--- config.mk ---
export PLATFORM = sky130hd
export DESIGN_NAME = pte_pack_writer
export DESIGN_NICKNAME = d
export VERILOG_FILES = /design/src/rtl/pte_pack_writer.sv
export SDC_FILE = /design/constraint.sdc
export NUM_CORES = 1
export LEC_CHECK = 0
export ABC_AREA = 0
export BUFFER_PORTS_ARGS = -buffer_cell sky130_fd_sc_hd__buf_2
export CAP_MARGIN = 20
export CORE_ASPECT_RATIO = 0.75
export CORE_MARGIN = 3
export CORE_UTILIZATION = 58
export DETAILED_ROUTE_END_ITERATION = 16
export PLACE_DENSITY = 0.83
export SYNTH_ARGS = -nofsm -noshare
export SYNTH_HDL_FRONTEND = slang
export SYNTH_SLANG_ARGS = --single-unit
--- constraint.sdc ---
create_clock -name clk -period 5.49 [get_ports clk]
set_input_delay 1.098 -clock clk [delete_from_list [all_inputs] [get_ports clk]]
set_output_delay 1.098 -clock clk [all_outputs]
set_load 0.01 [all_outputs]
--- src/rtl/pte_pack_writer.sv ---
module pte_pack_writer #(
  parameter int IDX_W   = 17,
  parameter int CNT_W   = 18,
  parameter int PA_W    = 40,
  parameter int PFN_W   = 27,
  parameter int PAGE_SH = 12,
  localparam int ADDR_W = IDX_W + 2
) (
  input  logic              clk,
  input  logic              rst_n,
  input  logic              start,
  input  logic              unmap,
  input  logic              stream_mode,
  input  logic [IDX_W-1:0]  first_idx,
  input  logic [CNT_W-1:0]  count,
  input  logic [PA_W-1:0]   lin_base,
  input  logic [PA_W-1:0]   dummy_addr,
  input  logic              src_valid,
  input  logic [PA_W-1:0]   src_addr,
  output logic              src_ready,
  output logic              mem_req,
  output logic              mem_we,
  output logic [ADDR_W-1:0] mem_addr,
  output logic [31:0]       mem_wdata,
  input  logic              mem_ack,
  input  logic [31:0]       mem_rdata,
  output logic              busy,
  output logic              done
);
  typedef enum logic [2:0] {S_IDLE, S_SETUP, S_RD, S_FILL, S_WR, S_FIN} st_t;

  localparam logic [PA_W-1:0] PAGE_STEP = PA_W'(1) << PAGE_SH;

  st_t              st;
  logic [IDX_W-1:0] idx;
  logic [IDX_W-3:0] gbase;
  logic [CNT_W-1:0] rem;
  logic [1:0]       slot, last, wsel;
  logic             zero_grp, unmap_r, strm_r;
  logic [PA_W-1:0]  cur, dummy_r;
  logic [127:0]     grp;

  logic [1:0]       lo;
  logic [2:0]       room, take;
  logic             full;
  logic [PFN_W-1:0] pfn_now;
  logic             fill_go;

  assign lo      = idx[1:0];
  assign room    = 3'd4 - {1'b0, lo};
  assign take    = (rem < CNT_W'(room)) ? rem[2:0] : room;
  assign full    = (lo == 2'd0) && (unmap_r ? (rem > CNT_W'(4)) : (rem >= CNT_W'(4)));
  assign pfn_now = unmap_r ? dummy_r[PAGE_SH +: PFN_W]
                 : strm_r  ? src_addr[PAGE_SH +: PFN_W]
                 :           cur[PAGE_SH +: PFN_W];
  assign fill_go = (st == S_FILL) && (unmap_r || !strm_r || src_valid);

  assign src_ready = (st == S_FILL) && strm_r && !unmap_r;
  assign mem_req   = (st == S_RD) || (st == S_WR);
  assign mem_we    = (st == S_WR);
  assign mem_addr  = {gbase, wsel, 2'b00};
  assign mem_wdata = grp[32*wsel +: 32] |
                     (((wsel == 2'd3) && !zero_grp) ? 32'h4000_0000 : 32'h0);
  assign busy      = (st != S_IDLE);
  assign done      = (st == S_FIN);

  always_ff @(posedge clk or negedge rst_n) begin
    if (!rst_n) begin
      st       <= S_IDLE;
      idx      <= '0;
      gbase    <= '0;
      rem      <= '0;
      slot     <= '0;
      last     <= '0;
      wsel     <= '0;
      zero_grp <= 1'b0;
      unmap_r  <= 1'b0;
      strm_r   <= 1'b0;
      cur      <= '0;
      dummy_r  <= '0;
      grp      <= '0;
    end else begin
      case (st)
        S_IDLE: if (start) begin
          idx     <= first_idx;
          rem     <= count;
          cur     <= lin_base;
          dummy_r <= dummy_addr;
          unmap_r <= unmap;
          strm_r  <= stream_mode;
          st      <= (count == '0) ? S_FIN : S_SETUP;
        end
        S_SETUP: begin
          gbase    <= idx[IDX_W-1:2];
          slot     <= lo;
          last     <= lo + take[1:0] - 2'd1;
          wsel     <= 2'd0;
          zero_grp <= 1'b0;
          if (full && unmap_r) begin
            grp      <= '0;
            zero_grp <= 1'b1;
            idx      <= idx + IDX_W'(4);
            rem      <= rem - CNT_W'(4);
            st       <= S_WR;
          end else if (full) begin
            grp <= '0;
            st  <= S_FILL;
          end else begin
            st  <= S_RD;
          end
        end
        S_RD: if (mem_ack) begin
          grp[32*wsel +: 32] <= mem_rdata;
          wsel <= wsel + 2'd1;
          if (wsel == 2'd3) st <= S_FILL;
        end
        S_FILL: if (fill_go) begin
          grp[PFN_W*slot +: PFN_W] <= pfn_now;
          slot <= slot + 2'd1;
          idx  <= idx + IDX_W'(1);
          rem  <= rem - CNT_W'(1);
          cur  <= cur + PAGE_STEP;
          if (slot == last) begin
            wsel <= 2'd0;
            st   <= S_WR;
          end
        end
        S_WR: if (mem_ack) begin
          wsel <= wsel + 2'd1;
          if (wsel == 2'd3) st <= (rem == '0) ? S_FIN : S_SETUP;
        end
        default: st <= S_IDLE;
      endcase
    end
  end
endmodule

==> summary.txt, run 1 <==
Flops & latches, synth: 244
Register Area: 0.00611 sq mm
Multi-input gate area in the final layout: 0.00684 sq mm
Final period util: 66.4%
Tightest Hold Check Type: flop to flop
Starting Density: 60.0%
DR iter-0 viols: 1948
Post-CTS setup buffer count: 0
Mapped Cells: 1442
Fin nets: 1808
Area growth syn-to-layout: 14.9%
Yosys cell types: 70
Routed WL: 45000 um
Post-synthesis sequential area ratio: 45.3%
Avg Inst Size Synth: 9.35 sq um
Post-CTS Resized: 0
DRC violations left: 0
Post-synth top cells: dfrtp_1 (244), nor2_1 (223), nand2_1 (208)
Area leader, netlist: dfrtp_1
Num ports: 250
Pwr Density: 607 mW/mm^2
Initial antenna violation count: 9
Post-synth EDFFs: 0
Area share of the largest cell type after synthesis: 45.3%
Routed Antenna Nets: 0
Slew HR: 21.9%
Placed insts: 1858
First-pass GRT wire length: 70200 um
CTS clock-pin slew for the worst setup and hold paths: 0.07 ns
CP Launch Point: wsel[0]
Hold Crit Start: gbase[0]
Worst Setup End Kind: output port
CTS root buf: clkbuf_16
WS Path Type: flop to output port
Avg WL per Cell: 23.6 um
Data arrival time of the worst path: 2.55 ns
Final cell count without fillers: 1908
Vias in the first global route: 12.4k
DP Worst Slack: 1.99 ns
Final setup viols: 0
LEAKAGE: 0.00723 uW
Startpoint Class: flop
Layout cells sized above 1: 20.5%
Final TNS setup: 0 ns
Htree depth: 1
CTS tree: done
Top FF cell, synth: dfrtp_1
Pin count of the biggest net entering global routing: 133
Crit path max fanout: 23
Clock sinks: 244
Worst vdd ir: 0.336 mV
Final critical-path required period: 3.65 ns
Clock Skew: 0.0193 ns
Die Width: 182 um
CTS Buf Count: 25
Min Hold Slack: 0.467 ns
Final core occ: 69.0%
Final slew viol count: 0
Gpl congestion: 0.962
Ranking of synthesized cells by area: dfrtp_1 (45%), a221o_1 (9.5%), nor2_1 (6.2%)
Final hold viol count: 0
Fmax: 0.274 GHz
Count leader, synth: dfrtp_1
RSZ-0062 raised after global routing: no
Min setup slack post-route: 1.84 ns
MaxCap Viol Count: 0
FFs w/ async S/R, synth: 100%
Via/cell ratio: 6.82
Status: finished, final reports clean
Buffers on Ports: 208
Clock insertion delay at the later pin of the skew report: 0.53 ns
Pre-antenna DRT Iters: 6
Mapped Area: 0.0135 sq mm
Req. time, crit path: 4.39 ns
Total gr overflow: 0
Post-CTS Hold Fix Bufs: 0
Max clock buf depth: 3
Post-DP HPWL: 30000 um
Die area: 0.0251 sq mm
Row count: 47
Slew @ Worst Pin: 1.17 ns
FF-to-FF Start: st[0]
Fillers: 1766
Die height: 138 um
Via Count: 13.0k
Synth warn: 0
Gr usage total: 34.8%
Core area: 0.0225 sq mm
==> worst paths after layout <==
path / end / slack (ns) / cells after the start
min: gbase[0] / 0.47 / 2
max in group asynchronous: grp[73] / 3.86 / 2
min reg2reg: gbase[0] / 0.47 / 2
max reg2reg: grp[121] / 1.88 / 6
min in group asynchronous: gbase[13] / 0.51 / 1
max: mem_wdata[29] / 1.84 / 3
==> power by group <==
group | internal (uW) | switching [uW] | leakage [uW] | total, uW
sequential | 2450 | 726 | 0.00316 | 3170
combinational | 1520 | 2960 | 0.00366 | 4480
clock | 1020 | 727 | 0.000406 | 1750
==> sequential cells by signal (all words and copies together) (netlist names), 2 cells and up <==
name     flops
cur         27
wsel         2
rem         18
slot         2
gbase       15
last         2
grp        128
dummy_r     27
idx         17
st           3
==> placed cells by master (no fill, tap or decap), types with 25 or more instances in the layout <==
master and count:
dfrtp_1 241, mux2i_1 30, a221o_1 128, o21ai_0 65, buf_2 207, mux4_2 32
clkbuf_16 25, nand3_1 36, a21oi_1 104, nor2_1 220, nand2_1 208
==> final cells by class <==
cell class	count	area share, %
sequential	244	39.4
multi-input combinational	1065	44.2
timing repair buffer	232	8.03
tap	294	2.37
inverter	23	0.557
clock inverter	6	0.533
antenna	6	0.0969
clock buffer	38	4.80
==> stage by stage <==
step | total power [uW] | cell area [sq um]
after floorplan | 5990 | 13500
after global placement | 7320 | 14700
after detailed placement | 7470 | 14700
after CTS | 9230 | 15500
after global routing | 9910 | 15500
final | 9410 | 15500
==> critical path, cell delays in order, from the launching register on <==
cell     delay, ns
dfrtp_2       0.79
buf_4         0.49
mux4_2        0.58
buf_2         0.16
==> cell families after synthesis <==
kind of cell    count (synthesis)  share of synthesized area (%)
compound gates                390                           21.1
xor+xnor                       12                          0.780
buf+inv                       134                           4.25
mux                            63                           7.66
fa+ha+maj                      23                           2.13
flops                         244                           45.3
simple gates                  575                           18.8
other cells                     1                         0.0278
==> routing by layer <==
metal	share of wire [%]	GRT usage [%]	up-vias
met2	42	48.9	970
met5	0.14	0	-
met3	15	12.1	173
li1	-	-	5629
met4	4.2	12.6	10
met1	38	50.1	6229
Note: power is estimated with default switching activity, not from simulation.
==> run 2: changes to the inputs <==
--- a/config.mk
+++ b/config.mk
@@ -10,9 +10,9 @@
 export CAP_MARGIN = 20
 export CORE_ASPECT_RATIO = 0.75
 export CORE_MARGIN = 3
-export CORE_UTILIZATION = 58
+export CORE_UTILIZATION = 51
 export DETAILED_ROUTE_END_ITERATION = 16
-export PLACE_DENSITY = 0.83
+export PLACE_DENSITY = 0.77
 export SYNTH_ARGS = -nofsm -noshare
 export SYNTH_HDL_FRONTEND = slang
 export SYNTH_SLANG_ARGS = --single-unit
==> constraint.sdc (replaced) <==
create_clock -name clk -period 3.1 [get_ports clk]
set_input_delay 0.62 -clock clk [delete_from_list [all_inputs] [get_ports clk]]
set_output_delay 0.62 -clock clk [all_outputs]
set_load 0.01 [all_outputs]
==> summary.txt, run 2 (synthesis results as in run 1) <==
Status: finished, final reports clean (unchanged)
Pin count of the biggest net entering global routing: 80 (was 133)
Num ports: 250 (unchanged)
Clock insertion delay at the later pin of the skew report: 0.53 ns (about the same)
Area growth syn-to-layout: 18.0% (was 14.9%)
DRC violations left: 0 (unchanged)
Final hold viol count: 0 (unchanged)
Biggest register: grp (unchanged)
Final period util: 92.0%
Total gr overflow: 0 (unchanged)
Core area: 0.0255 sq mm (was 0.0225 sq mm)
Most used cells in the layout excluding fill and tap cells: dfrtp_1 (241), nor2_1 (220), nand2_1 (208) (unchanged)
Final slew viol count: 0 (unchanged)
Fin nets: 1849 (was 1808)
Htree depth: 1 (unchanged)
Tightest Hold Check Type: primary input to async pin (was flop to flop)
Final critical-path required period: 2.85 ns
Post-CTS Resized: 0 (unchanged)
Slew HR: 42.9% (was 21.9%)
Worst reg2reg path depth: 7 (was 6)
Buffers on Ports: 208 (unchanged)
Die height: 147 um (was 138 um)
RSZ-0062 raised after global routing: no (unchanged)
LEAKAGE: 0.00744 uW (was 0.00723 uW)
Most common cell after layout, fill and taps aside: dfrtp_1 (unchanged)
Pre-antenna DRT Iters: 5 (was 6)
Req. time, crit path: 2.48 ns (was 4.39 ns)
Final TNS setup: 0 ns (unchanged)
Layout cells sized above 1: 22.4% (was 20.5%)
Gpl congestion: 0.945 (was 0.962)
Via Count: 12.9k (was 13.0k)
CTS clock-pin slew for the worst setup and hold paths: 0.06 ns (was 0.07 ns)
Max reg flops: 128 (unchanged)
WS Path Type: flop to output port (unchanged)
CTS tree: done (unchanged)
MaxCap Viol Count: 0 (unchanged)
Post-DP Area: 0.0150 sq mm (was 0.0147 sq mm)
Die Width: 194 um (was 182 um)
Vias in the first global route: 12.7k (was 12.4k)
Via/cell ratio: 6.48 (was 6.82)
Routed WL: 46100 um (was 45000 um)
Gr usage total: 31.6% (was 34.8%)
Worst Setup End Kind: output port (unchanged)
Worst vdd ir: 0.893 mV (was 0.336 mV)
Pwr Density: 1080 mW/mm^2 (was 607 mW/mm^2)
CP Buf/Inv Count: 2 (unchanged)
Post-CTS setup buffer count: 0 (unchanged)
Initial antenna violation count: 4 (was 9)
Post-CTS Hold Fix Bufs: 0 (unchanged)
First-pass GRT wire length: 72200 um (was 70200 um)
CTS Buf Count: 26 (was 25)
Crit-path cells: buf_4 > mux4_2 > buf_2 (unchanged)
Final setup viols: 0 (unchanged)
Startpoint Class: flop (unchanged)
Row count: 50 (was 47)
Crit path max-delay family: flip-flops (unchanged)
Final Instance Area: 0.0159 sq mm (was 0.0155 sq mm)
Crit-path max cell delay: 0.72 ns (was 0.79 ns)
Biggest regs: grp x128, cur x27, dummy_r x27 (unchanged)
Data arrival time of the worst path: 2.23 ns (was 2.55 ns)
R2R setup slack: 0.29 ns (was 1.88 ns)
Starting Density: 52.9% (was 60.0%)
DR iter-0 viols: 1426 (was 1948)
Clock Skew: 0.00727 ns (was 0.0193 ns)
Clock sinks: 244 (unchanged)
Routed Antenna Nets: 0 (unchanged)
Slowest cell on crit path: dfrtp_2 (unchanged)
Fmax: 0.351 GHz
Max clock buf depth: 3 (unchanged)
CTS root buf: clkbuf_16 (unchanged)
Die area: 0.0284 sq mm (was 0.0251 sq mm)
Post-DP HPWL: 31600 um (was 30000 um)
Slew @ Worst Pin: 0.835 ns (was 1.17 ns)
Crit path max fanout: 21 (was 23)
Stages on the worst setup path: 3 (unchanged)
Avg WL per Cell: 23.1 um (was 23.6 um)
-- run 2: stage by stage --
step	total power, uW	util, %	instances	setup WS [ns]	hold WS (ns)
2_1_floorplan	10600	-	1443	0.0918	0.324
3_3_place_gp	13500	59.1	1942	0.373	0.452
3_5_place_dp	13700	59.1	1942	0.318	0.457
4_1_cts	16900	62.4	1988	0.220	0.102
5_1_grt	18100	62.4	1990	0.0648	0.121
6_report	17100	62.5	1993	0.248	0.0756
-- run 2: area by class of cell --
type	instances	area, sq um
fillers	2100	9560
diodes	5	12.5
clock inverters	7	92.6
multi-input cells	1065	6840
flip-flops and latches	244	6110
inverters	23	86.3
repair buffers	272	1580
clock buffers	39	761
well taps	338	423
-- run 2: final timing paths --
check	start	endpoint
max in group asynchronous	rst_n	st[2]
min in group clk	dummy_addr[28]	dummy_r[28]
max	wsel[0]	mem_wdata[29]
min reg2reg	gbase[7]	gbase[7]
min	rst_n	rem[7]
max reg2reg	st[0]	grp[92]
-- run 2: per-layer routing --
metal / global-route usage (%) / part of all wire (%) / vias to the layer above / wire (um)
met5: 0 / 0.046 / - / 21
met1: 46.2 / 42 / 6236 / 19300
met3: 8.30 / 13 / 114 / 5790
met2: 46.6 / 42 / 836 / 19600
met4: 9.40 / 3.1 / 4 / 1440
li1: - / - / 5719 / -
-- run 2: worst reg2reg max path: cells and delay by family, from the launching register on --
kind / cells / cell delay, ns
buffers and inverters: 1 / 0.20
AO/OA/AOI/OAI: 1 / 0.53
flip-flops: 1 / 0.62
AND/OR/NAND/NOR: 5 / 1.34
-- run 2: where the power goes --
group	switching, uW	leakage (uW)	internal [uW]
Sequential	1160	0.00316	4340
Combinational	5390	0.00387	3080
Clock	1310	0.000407	1850
==> run 3: changes to the inputs <==
--- a/config.mk
+++ b/config.mk
@@ -8,7 +8,7 @@
 export ABC_AREA = 0
 export BUFFER_PORTS_ARGS = -buffer_cell sky130_fd_sc_hd__buf_2
 export CAP_MARGIN = 20
-export CORE_ASPECT_RATIO = 0.75
+export CORE_ASPECT_RATIO = 0.7
 export CORE_MARGIN = 3
 export CORE_UTILIZATION = 51
 export DETAILED_ROUTE_END_ITERATION = 16
==> summary.txt, run 3 (synthesis results as in run 1) <==
Status: finished, final reports clean (unchanged)
Clock sinks: 244 (unchanged)
Req. time, crit path: 2.48 ns (about the same)
Fin nets: 1854 (was 1849)
Biggest regs: grp x128, cur x27, dummy_r x27 (unchanged)
Final critical-path required period: 2.90 ns (was 2.85 ns)
Htree depth: 1 (unchanged)
Die area: 0.0285 sq mm (was 0.0284 sq mm)
Placed insts: 1966 (was 1942)
Crit-path cells: buf_4 > mux4_2 > buf_2 (unchanged)
Tightest Hold Check Type: primary input to async pin (unchanged)
Starting Density: 52.2% (was 52.9%)
Slew HR: 39.7% (was 42.9%)
Crit path max-delay family: flip-flops (unchanged)
Fmax: 0.345 GHz (was 0.351 GHz)
Area growth syn-to-layout: 18.9% (was 18.0%)
Routed WL: 46000 um (was 46100 um)
Final cell count without fillers: 2014 (was 1993)
CTS tree: done (unchanged)
Pwr Density: 1090 mW/mm^2 (was 1080 mW/mm^2)
First-pass GRT wire length: 71900 um (was 72200 um)
Final TNS setup: 0 ns (unchanged)
Initial antenna violation count: 6 (was 4)
Worst Setup End Kind: output port (unchanged)
Buffers on Ports: 208 (unchanged)
Biggest register: grp (unchanged)
MaxCap Viol Count: 0 (unchanged)
DRC violations left: 0 (unchanged)
Max clock buf depth: 3 (unchanged)
Final setup viols: 0 (unchanged)
Via Count: 13.0k (was 12.9k)
Post-DP HPWL: 31700 um (was 31600 um)
CTS Buf Count: 26 (unchanged)
Vias in the first global route: 12.5k (was 12.7k)
Startpoint Class: flop (unchanged)
Worst vdd ir: 0.561 mV (was 0.893 mV)
CTS root buf: clkbuf_16 (unchanged)
Num ports: 250 (unchanged)
CTS clock-pin slew for the worst setup and hold paths: 0.06 ns (about the same)
Pre-antenna DRT Iters: 5 (unchanged)
Layout cells sized above 1: 22.9% (was 22.4%)
Slowest cell on crit path: dfrtp_2 (unchanged)
Final hold viol count: 0 (unchanged)
Core area: 0.0258 sq mm (was 0.0255 sq mm)
Slew @ Worst Pin: 0.904 ns (was 0.835 ns)
Total gr overflow: 0 (unchanged)
RSZ-0062 raised after global routing: no (unchanged)
LEAKAGE: 0.00751 uW (was 0.00744 uW)
Post-CTS setup buffer count: 0 (unchanged)
Via/cell ratio: 6.44 (was 6.48)
Most used cells in the layout excluding fill and tap cells: dfrtp_1 (241), nor2_1 (220), nand2_1 (208) (unchanged)
Most common cell after layout, fill and taps aside: dfrtp_1 (unchanged)
Crit-path max cell delay: 0.68 ns (was 0.72 ns)
Clock Skew: 0.0140 ns (was 0.00727 ns)
Post-CTS Hold Fix Bufs: 0 (unchanged)
Gpl congestion: 1.02 (was 0.945)
Die height: 142 um (was 147 um)
Die Width: 200 um (was 194 um)
CP Buf/Inv Count: 2 (unchanged)
Crit path max fanout: 20 (was 21)
Avg WL per Cell: 22.9 um (was 23.1 um)
Gr usage total: 31.7% (was 31.6%)
Pin count of the biggest net entering global routing: 70 (was 80)
Post-CTS Resized: 0 (unchanged)
Data arrival time of the worst path: 2.28 ns (was 2.23 ns)
Final slew viol count: 0 (unchanged)
Max reg flops: 128 (unchanged)
DR iter-0 viols: 1521 (was 1426)
Row count: 49 (was 50)
WS Path Type: flop to output port (unchanged)
Clock insertion delay at the later pin of the skew report: 0.54 ns (was 0.53 ns)
Routed Antenna Nets: 0 (unchanged)
Final period util: 93.4% (was 92.0%)
run 3: cell types whose count changed in the layout (fill, tap and decap cells not counted):
cell / previous run / this run
clkbuf_8: 4 / 7
buf_12: 4 / 3
bufinv_16: 2 / 4
clkinv_2: 2 / 4
clkinvlp_4: 3 / 2
buf_4: 60 / 66
clkbuf_1: 8 / 3
diode_2: 5 / 1
run 3: area by class of cell:
type                            count  area (sq um)
Antenna cell                        1          2.50
Clock buffer                       37           783
Clock inverter                     10           155
Fill cell                        2170          9780
Inverter                           23          86.3
Multi-Input combinational cell   1065          6840
Sequential cell                   244          6110
Tap cell                          357           447
Timing Repair Buffer              277          1610
run 3: final timing paths:
kind,slack (ns),from,endpoint,depth (start not counted)
setup / recovery,0.20,wsel[0],mem_wdata[23],3
hold / removal,0.02,rst_n,gbase[7],1
setup reg to reg,0.25,rem[0],grp[95],8
hold reg to reg,0.47,gbase[12],gbase[12],2
max in group asynchronous,2.29,rst_n,grp[55],2
min in group clk,0.27,dummy_addr[25],dummy_r[25],3
run 3: per-stage QoR:
stage,util (%),instance area (sq um),total power (uW),hold slack (ns),worst slack [ns]
detailed placement,58.5,15100,13700,0.460,0.258
global route,62.1,16000,18400,0.0479,0.0934
floorplan,-,13500,10600,0.324,0.0918
finish,62.1,16000,17400,0.0179,0.204
global placement,58.5,15100,13500,0.452,0.342
CTS,62.1,16000,17200,0.0353,0.179
run 3: routing by layer:
metal | vias up | global-route usage [%] | wire, um
met5 | - | 0 | 73
met4 | 10 | 9.05 | 1280
met3 | 102 | 8.46 | 5690
met2 | 813 | 46.4 | 19600
met1 | 6333 | 46.9 | 19400
li1 | 5718 | - | -
run 3: report_power, final:
part / internal [uW] / leakage, uW / switching, uW
Combinational: 3090 / 0.00389 / 5420
Sequential: 4340 / 0.00316 / 1150
Clock: 2080 / 0.000459 / 1340
Total: 9510 / 0.00751 / 7910
